--- config.mk ---
export PLATFORM = sky130hd
export DESIGN_NAME = ultrasonic_ranger
export DESIGN_NICKNAME = d
export VERILOG_FILES = /design/src/rtl/ranger_pkg.sv /design/src/rtl/ranger_tick.sv /design/src/rtl/ranger_echo_sync.sv /design/src/rtl/ranger_divider.sv /design/src/rtl/ultrasonic_ranger.sv
export SDC_FILE = /design/constraint.sdc
export NUM_CORES = 1
export LEC_CHECK = 0
export ABC_AREA = 1
export BUFFER_PORTS_ARGS = -buffer_cell sky130_fd_sc_hd__buf_4
export CAP_MARGIN = 20
export CORE_MARGIN = 4
export CORE_UTILIZATION = 35
export CTS_CLUSTER_DIAMETER = 200
export DETAILED_ROUTE_END_ITERATION = 7
export GPL_TIMING_DRIVEN = 1
export MAX_ROUTING_LAYER = met4
export PLACE_DENSITY_LB_ADDON = 0.15
export RECOVER_POWER = 50
export SLEW_MARGIN = 20
export SYNTH_ARGS = -nofsm -noshare
export SYNTH_HDL_FRONTEND = slang
export SYNTH_HIERARCHICAL = 1
export SYNTH_SLANG_ARGS = --single-unit
--- constraint.sdc ---
create_clock -name clk -period 9.3 [get_ports clk]
set_input_delay 2.325 -clock clk [delete_from_list [all_inputs] [get_ports clk]]
set_output_delay 2.325 -clock clk [all_outputs]
set_load 0.02 [all_outputs]
--- src/rtl/ranger_pkg.sv ---
package ranger_pkg;
  typedef enum logic [2:0] {
    ST_IDLE, ST_TRIG, ST_WAIT, ST_MEAS, ST_CONV, ST_HOLD
  } rstate_e;

  typedef enum logic [1:0] {
    OUT_GOOD, OUT_FAR, OUT_NONE, OUT_FAULT
  } outcome_e;
endpackage

--- src/rtl/ranger_tick.sv ---
module ranger_tick #(
  parameter int unsigned DIV = 50
) (
  input  logic clk,
  input  logic rst_n,
  output logic tick
);
  generate
    if (DIV <= 1) begin : g_every
      assign tick = 1'b1;
    end else begin : g_div
      localparam int W = $clog2(DIV);
      localparam logic [W-1:0] LAST = W'(DIV - 1);
      logic [W-1:0] cnt;
      always_ff @(posedge clk or negedge rst_n) begin
        if (!rst_n)           cnt <= '0;
        else if (cnt == LAST) cnt <= '0;
        else                  cnt <= cnt + 1'b1;
      end
      assign tick = (cnt == LAST);
    end
  endgenerate
endmodule

--- src/rtl/ranger_echo_sync.sv ---
module ranger_echo_sync (
  input  logic clk,
  input  logic rst_n,
  input  logic echo_in,
  output logic rise,
  output logic fall
);
  logic [2:0] sh;
  always_ff @(posedge clk or negedge rst_n) begin
    if (!rst_n) sh <= '0;
    else        sh <= {sh[1:0], echo_in};
  end
  assign rise =  sh[1] & ~sh[2];
  assign fall = ~sh[1] &  sh[2];
endmodule

--- src/rtl/ranger_divider.sv ---
module ranger_divider #(
  parameter int unsigned NW      = 16,
  parameter int unsigned DIVISOR = 58
) (
  input  logic          clk,
  input  logic          rst_n,
  input  logic          start,
  input  logic [NW-1:0] dividend,
  output logic          done,
  output logic [NW-1:0] quotient
);
  localparam int RW = $clog2(DIVISOR) + 1;
  localparam int SW = $clog2(NW + 1);
  localparam logic [RW-1:0] DV = RW'(DIVISOR);

  logic [RW-1:0] rem;
  logic [RW-1:0] trial;
  logic [SW-1:0] steps;
  logic          busy;

  // shift in the next dividend bit behind the partial remainder
  assign trial = {rem[RW-2:0], quotient[NW-1]};

  always_ff @(posedge clk or negedge rst_n) begin
    if (!rst_n) begin
      rem      <= '0;
      quotient <= '0;
      steps    <= '0;
      busy     <= 1'b0;
      done     <= 1'b0;
    end else begin
      done <= 1'b0;
      if (start) begin
        quotient <= dividend;
        rem      <= '0;
        steps    <= SW'(NW);
        busy     <= 1'b1;
      end else if (busy) begin
        if (trial >= DV) begin
          rem      <= trial - DV;
          quotient <= {quotient[NW-2:0], 1'b1};
        end else begin
          rem      <= trial;
          quotient <= {quotient[NW-2:0], 1'b0};
        end
        steps <= steps - 1'b1;
        if (steps == SW'(1)) begin
          busy <= 1'b0;
          done <= 1'b1;
        end
      end
    end
  end
endmodule

--- src/rtl/ultrasonic_ranger.sv ---
module ultrasonic_ranger
  import ranger_pkg::*;
#(
  parameter int unsigned TICK_DIV     = 50,
  parameter int unsigned TRIG_US      = 12,
  parameter int unsigned RISE_WAIT_US = 1000,
  parameter int unsigned SAT_US       = 38000,
  parameter int unsigned PERIOD_US    = 60000,
  parameter int unsigned MAX_RANGE    = 400,
  parameter bit          UNIT_INCH    = 1'b0,
  parameter int unsigned DIST_W       = 16
) (
  input  logic              clk,
  input  logic              rst_n,
  input  logic              enable,
  input  logic              echo,
  output logic              trig,
  output logic              result_valid,
  output logic [DIST_W-1:0] result_dist,
  output logic              no_object,
  output logic              out_of_range,
  output logic              sensor_fault
);
  localparam int unsigned DIVISOR = UNIT_INCH ? 148 : 58;
  localparam int CW = $clog2(SAT_US + 1);
  localparam int TW = $clog2(((TRIG_US > RISE_WAIT_US) ? TRIG_US : RISE_WAIT_US) + 1);
  localparam int PW = $clog2(PERIOD_US + 1);
  localparam logic [CW-1:0] SAT_C   = CW'(SAT_US);
  localparam logic [CW-1:0] MAXR_C  = CW'(MAX_RANGE);
  localparam logic [TW-1:0] TRIG_L  = TW'(TRIG_US - 1);
  localparam logic [TW-1:0] WAIT_L  = TW'(RISE_WAIT_US - 1);
  localparam logic [PW-1:0] PER_L   = PW'(PERIOD_US - 1);

  // reset: asserted asynchronously, released after two clocks
  logic [1:0] rst_pipe;
  logic       rst_ni;
  always_ff @(posedge clk or negedge rst_n) begin
    if (!rst_n) rst_pipe <= '0;
    else        rst_pipe <= {rst_pipe[0], 1'b1};
  end
  assign rst_ni = rst_pipe[1];

  logic tick, e_rise, e_fall;
  logic div_start, div_done;
  logic [CW-1:0] quot;

  rstate_e       state, nstate;
  logic [TW-1:0] wcnt;
  logic [CW-1:0] ecnt;
  logic [PW-1:0] pcnt;
  logic          rep_fire;
  outcome_e      rep_kind;

  ranger_tick #(.DIV(TICK_DIV)) u_tick (
    .clk(clk), .rst_n(rst_ni), .tick(tick)
  );

  ranger_echo_sync u_sync (
    .clk(clk), .rst_n(rst_ni), .echo_in(echo), .rise(e_rise), .fall(e_fall)
  );

  ranger_divider #(.NW(CW), .DIVISOR(DIVISOR)) u_div (
    .clk(clk), .rst_n(rst_ni), .start(div_start), .dividend(ecnt),
    .done(div_done), .quotient(quot)
  );

  always_comb begin
    nstate    = state;
    div_start = 1'b0;
    rep_fire  = 1'b0;
    rep_kind  = OUT_GOOD;
    case (state)
      ST_IDLE: if (tick && enable) nstate = ST_TRIG;
      ST_TRIG: if (tick && wcnt == TRIG_L) nstate = ST_WAIT;
      ST_WAIT: begin
        if (e_rise) begin
          nstate = ST_MEAS;
        end else if (tick && wcnt == WAIT_L) begin
          nstate   = ST_HOLD;
          rep_fire = 1'b1;
          rep_kind = OUT_FAULT;
        end
      end
      ST_MEAS: begin
        if (e_fall) begin
          nstate    = ST_CONV;
          div_start = 1'b1;
        end else if (tick && ecnt == SAT_C - 1'b1) begin
          nstate   = ST_HOLD;
          rep_fire = 1'b1;
          rep_kind = OUT_NONE;
        end
      end
      ST_CONV: begin
        if (div_done) begin
          nstate   = ST_HOLD;
          rep_fire = 1'b1;
          rep_kind = (quot > MAXR_C) ? OUT_FAR : OUT_GOOD;
        end
      end
      ST_HOLD: if (tick && pcnt == PER_L) nstate = enable ? ST_TRIG : ST_IDLE;
      default: nstate = ST_IDLE;
    endcase
  end

  always_ff @(posedge clk or negedge rst_ni) begin
    if (!rst_ni) begin
      state        <= ST_IDLE;
      trig         <= 1'b0;
      wcnt         <= '0;
      ecnt         <= '0;
      pcnt         <= '0;
      result_valid <= 1'b0;
      result_dist  <= '0;
      no_object    <= 1'b0;
      out_of_range <= 1'b0;
      sensor_fault <= 1'b0;
    end else begin
      state <= nstate;
      trig  <= (nstate == ST_TRIG);

      if (nstate != state)
        wcnt <= '0;
      else if (tick && (state == ST_TRIG || state == ST_WAIT))
        wcnt <= wcnt + 1'b1;

      if (nstate == ST_MEAS && state != ST_MEAS)
        ecnt <= '0;
      else if (state == ST_MEAS && tick && ecnt != SAT_C)
        ecnt <= ecnt + 1'b1;

      if (nstate == ST_TRIG && state != ST_TRIG)
        pcnt <= '0;
      else if (tick && pcnt != PER_L)
        pcnt <= pcnt + 1'b1;

      result_valid <= rep_fire;
      no_object    <= rep_fire && (rep_kind == OUT_NONE);
      out_of_range <= rep_fire && (rep_kind == OUT_FAR);
      sensor_fault <= rep_fire && (rep_kind == OUT_FAULT);
      if (rep_fire)
        result_dist <= (rep_kind == OUT_GOOD) ? DIST_W'(quot) : '0;
    end
  end
endmodule

==> reports/qor.csv <==
metric;value;unit
outcome;finished, violations left;
failing checks;capacitance limit, slew limit;
initial core utilization;35.67;%
root buffer cell;clkbuf_16;
Mean Syn Cell Area;8.401;µm²
RSZ-0062 raised after global routing;no;
max incr delay on CP;3.03;ns
# hold bufs at CTS;0;
number of setup buffers added after CTS;0;
Iteration-0 DRC Markers;172;
Antenna Cells;0;
Unique masters post-synth;44;
min Tclk post-route;4.995;ns
vias in the first global route;4198;
r2r setup slk;4.30;ns
clk buf depth;2;
final worst setup slack;4.305;ns
WP data arrival;4.46;ns
asr flop ratio synth;100.0;%
clock sinks;106;
Max Fanout on Critical Path;80;
Hold Vio Cnt, Final;0;
Buffers on Ports;24;
via count;4230;
drt pass-1 iters;5;
GR Util All Layers;13.69;%
DIE AREA;0.01823;mm²
R2R Path End;result_dist[0]$_DFFE_PN0P_;
Post-Place Setup Slack;5.696;ns
core area;0.01583;mm²
pwr dens;135.7;mW/mm²
ANT nets after route;0;
grt total ovfl;0;
Critical Path Start;rst_pipe[1]$_DFF_PN0_;
Synthesized Nets;685;
Worst Path Required;8.77;ns
Crit Path Category;flop to async pin;
share of cells above drive strength 1;15.60;%
H-tree depth;3;
post-cts sizing count;0;
min-delay worst type;flop to flop;
Via density;4.593;
HPWL Detailed;8.164;mm
Num CTS Buffers;9;
Die Ht;135;µm
Worst-path clk slew;0.07;ns
static leakage;3.170;nW
placer's final routability congestion estimate;0.8326;
Yosys reg bits;106;
Setup-failing EPs final;0;
Worst Max-Slew Pin Slew;4.245;ns
die span in x;135;µm
Area Overhead vs Synth;11.66;%
Main synth FF type;dfrtp_1;
Final nets;713;
TritonCTS clock tree;built;
number of flops mapped to enable cells by yosys;0;
YS warnings;6;
Setup crit end;result_dist[0]$_DFFE_PN0P_;
FF-to-FF path depth;1;
routed length per placed instance;12.27;µm
total of max-cap violations;1;
number of remaining DRC errors;0;
row cnt;46;
final worst clock skew;0.008877;ns
final worst-path cycle share;53.71;%
# IOs;25;
critical path's slowest cell;clkbuf_1;
Mapped Area;0.005645;mm²
worst skew pair latency;0.35;ns
Startpoint Class;flop;
largest net degree at the start of global routing;81;
Synth Instances;672;
Buf/Inv on CP;1;
relative slew slack;-183.0;%
highest clock rate;0.2002;GHz
sequential area share after synthesis;46.99;%
routed wire length;11.30;mm
TNS Setup;0;ns
first-pass GRT wire length;19.75;mm
path length in cells of the critical path;1;
worst r2r src;rst_pipe[1]$_DFF_PN0_;
CP cell instances;clkbuf_1;
fin. max-slew vios;81;
CP endpoint kind;async pin;
Max VDD drop;0.08570;mV
CP top delay family;buffers and inverters;
antenna violations before repair;0;
==> routing by layer <==
metal	wire (µm)	up-vias	part of all wire, %	global-route usage [%]
met5	0	-	0	-
met4	152	0	1.3	4.535
met3	365	9	3.2	3.092
met2	5438	49	48	21.98
met1	5345	2015	47	17.23
li1	-	2157	-	-
==> synthesized netlist by cell type (6+ instances only) <==
cell type	count	area [µm²]
nand2_1	145	544.3
dfrtp_1	106	2653
nor2_1	98	367.9
inv_1	95	356.6
nand3_1	41	205.2
xor2_1	24	210.2
nor3_1	17	85.08
nor2_4	15	168.9
nand4_1	13	81.33
inv_2	12	45.04
a21oi_1	11	55.05
ha_1	9	112.6
nand2_2	7	43.79
nor2_2	7	43.79
o21ai_0	6	30.03
o21ai_1	6	30.03
==> cell usage in the layout, fill, tap and decap left out, types with 6 or more instances in the layout <==
cell	netlist	routed
nand3_1	41	41
nand4_1	13	13
nor2_4	15	14
nor2_1	98	99
dfrtp_1	106	106
ha_1	9	9
nor3_1	17	17
inv_1	95	97
nand2_2	7	7
a21oi_1	11	11
o21ai_0	6	6
buf_4	0	24
clkbuf_16	0	9
nand2_1	145	145
o21ai_1	6	6
inv_2	12	10
nor2_2	7	7
xor2_1	24	24
==> final cells by class <==
| class | count | area [µm²] |
|---|---|---|
| repair buffers | 26 | 187.7 |
| flip-flops and latches | 106 | 2653 |
| clock buffers | 9 | 225.2 |
| clock inverters | 7 | 67.56 |
| fillers | 1626 | 9524 |
| well taps | 216 | 270.3 |
| inverters | 109 | 412.9 |
| multi-input cells | 448 | 2487 |
==> through the flow <==
| step | std cells | power (mW) | hold slack [ns] | instance area, µm² | utilization [%] |
|---|---|---|---|---|---|
| floorplan | 672 | 0.4783 | 0.3312 | 5645 | - |
| global placement | 905 | 0.4832 | 0.2423 | 6030 | 38.09 |
| detailed placement | 905 | 0.4833 | 0.2403 | 6030 | 38.09 |
| CTS | 921 | 0.8729 | 0.2470 | 6322 | 39.94 |
| global route | 921 | 0.8868 | 0.3663 | 6304 | 39.83 |
| finish | 921 | 0.8551 | 0.3497 | 6304 | 39.83 |
==> how the worst min path moves through the flow <==
stage / startpoint / to / slack [ns] / depth (start not counted)
2_1_floorplan: rst_pipe[0]$_DFF_PN0_ / rst_pipe[1]$_DFF_PN0_ / 0.33 / 0
6_report: rst_pipe[0]$_DFF_PN0_ / rst_pipe[1]$_DFF_PN0_ / 0.35 / 0
5_1_grt: rst_pipe[0]$_DFF_PN0_ / rst_pipe[1]$_DFF_PN0_ / 0.37 / 0
4_1_cts: rst_pipe[1]$_DFF_PN0_ / pcnt[13]$_DFFE_PN0P_ / 0.25 / 0
3_5_place_dp: rst_pipe[1]$_DFF_PN0_ / u_sync/sh[0]$_DFF_PN0_ / 0.24 / 0
3_3_place_gp: rst_pipe[1]$_DFF_PN0_ / pcnt[14]$_DFFE_PN0P_ / 0.24 / 0
==> kinds of logic (layout without fill, tap and decap cells) <==
family / count (synthesis) / count (layout) / synth area share, %
flip-flops: 106 / 106 / 46.99
buffers and inverters: 118 / 151 / 8.821
AO/OA/AOI/OAI: 47 / 47 / 6.805
other: 1 / 1 / 0.06643
multiplexers: 1 / 1 / 0.1773
XOR/XNOR: 29 / 29 / 4.499
adder cells (fa/ha/maj): 9 / 9 / 1.995
AND/OR/NAND/NOR: 361 / 361 / 30.65
==> where the power goes <==
group / internal [mW] / switching (mW) / total (mW)
registers: 0.462 / 0.00255 / 0.464
clock network: 0.208 / 0.174 / 0.382
logic: 0.00113 / 0.00748 / 0.00861
==> flip-flops by register name, summed over array words and instances, names as in the netlist, 2 cells and up <==
| name | cells |
|---|---|
| u_div/steps | 5 |
| u_div/rem | 6 |
| result_dist | 16 |
| ecnt | 16 |
| rst_pipe | 2 |
| wcnt | 10 |
| u_div/quotient | 16 |
| state | 3 |
| u_tick/g_div.cnt | 6 |
| u_sync/sh | 3 |
| pcnt | 16 |
No activity file was read; power rests on OpenSTA's default activity.
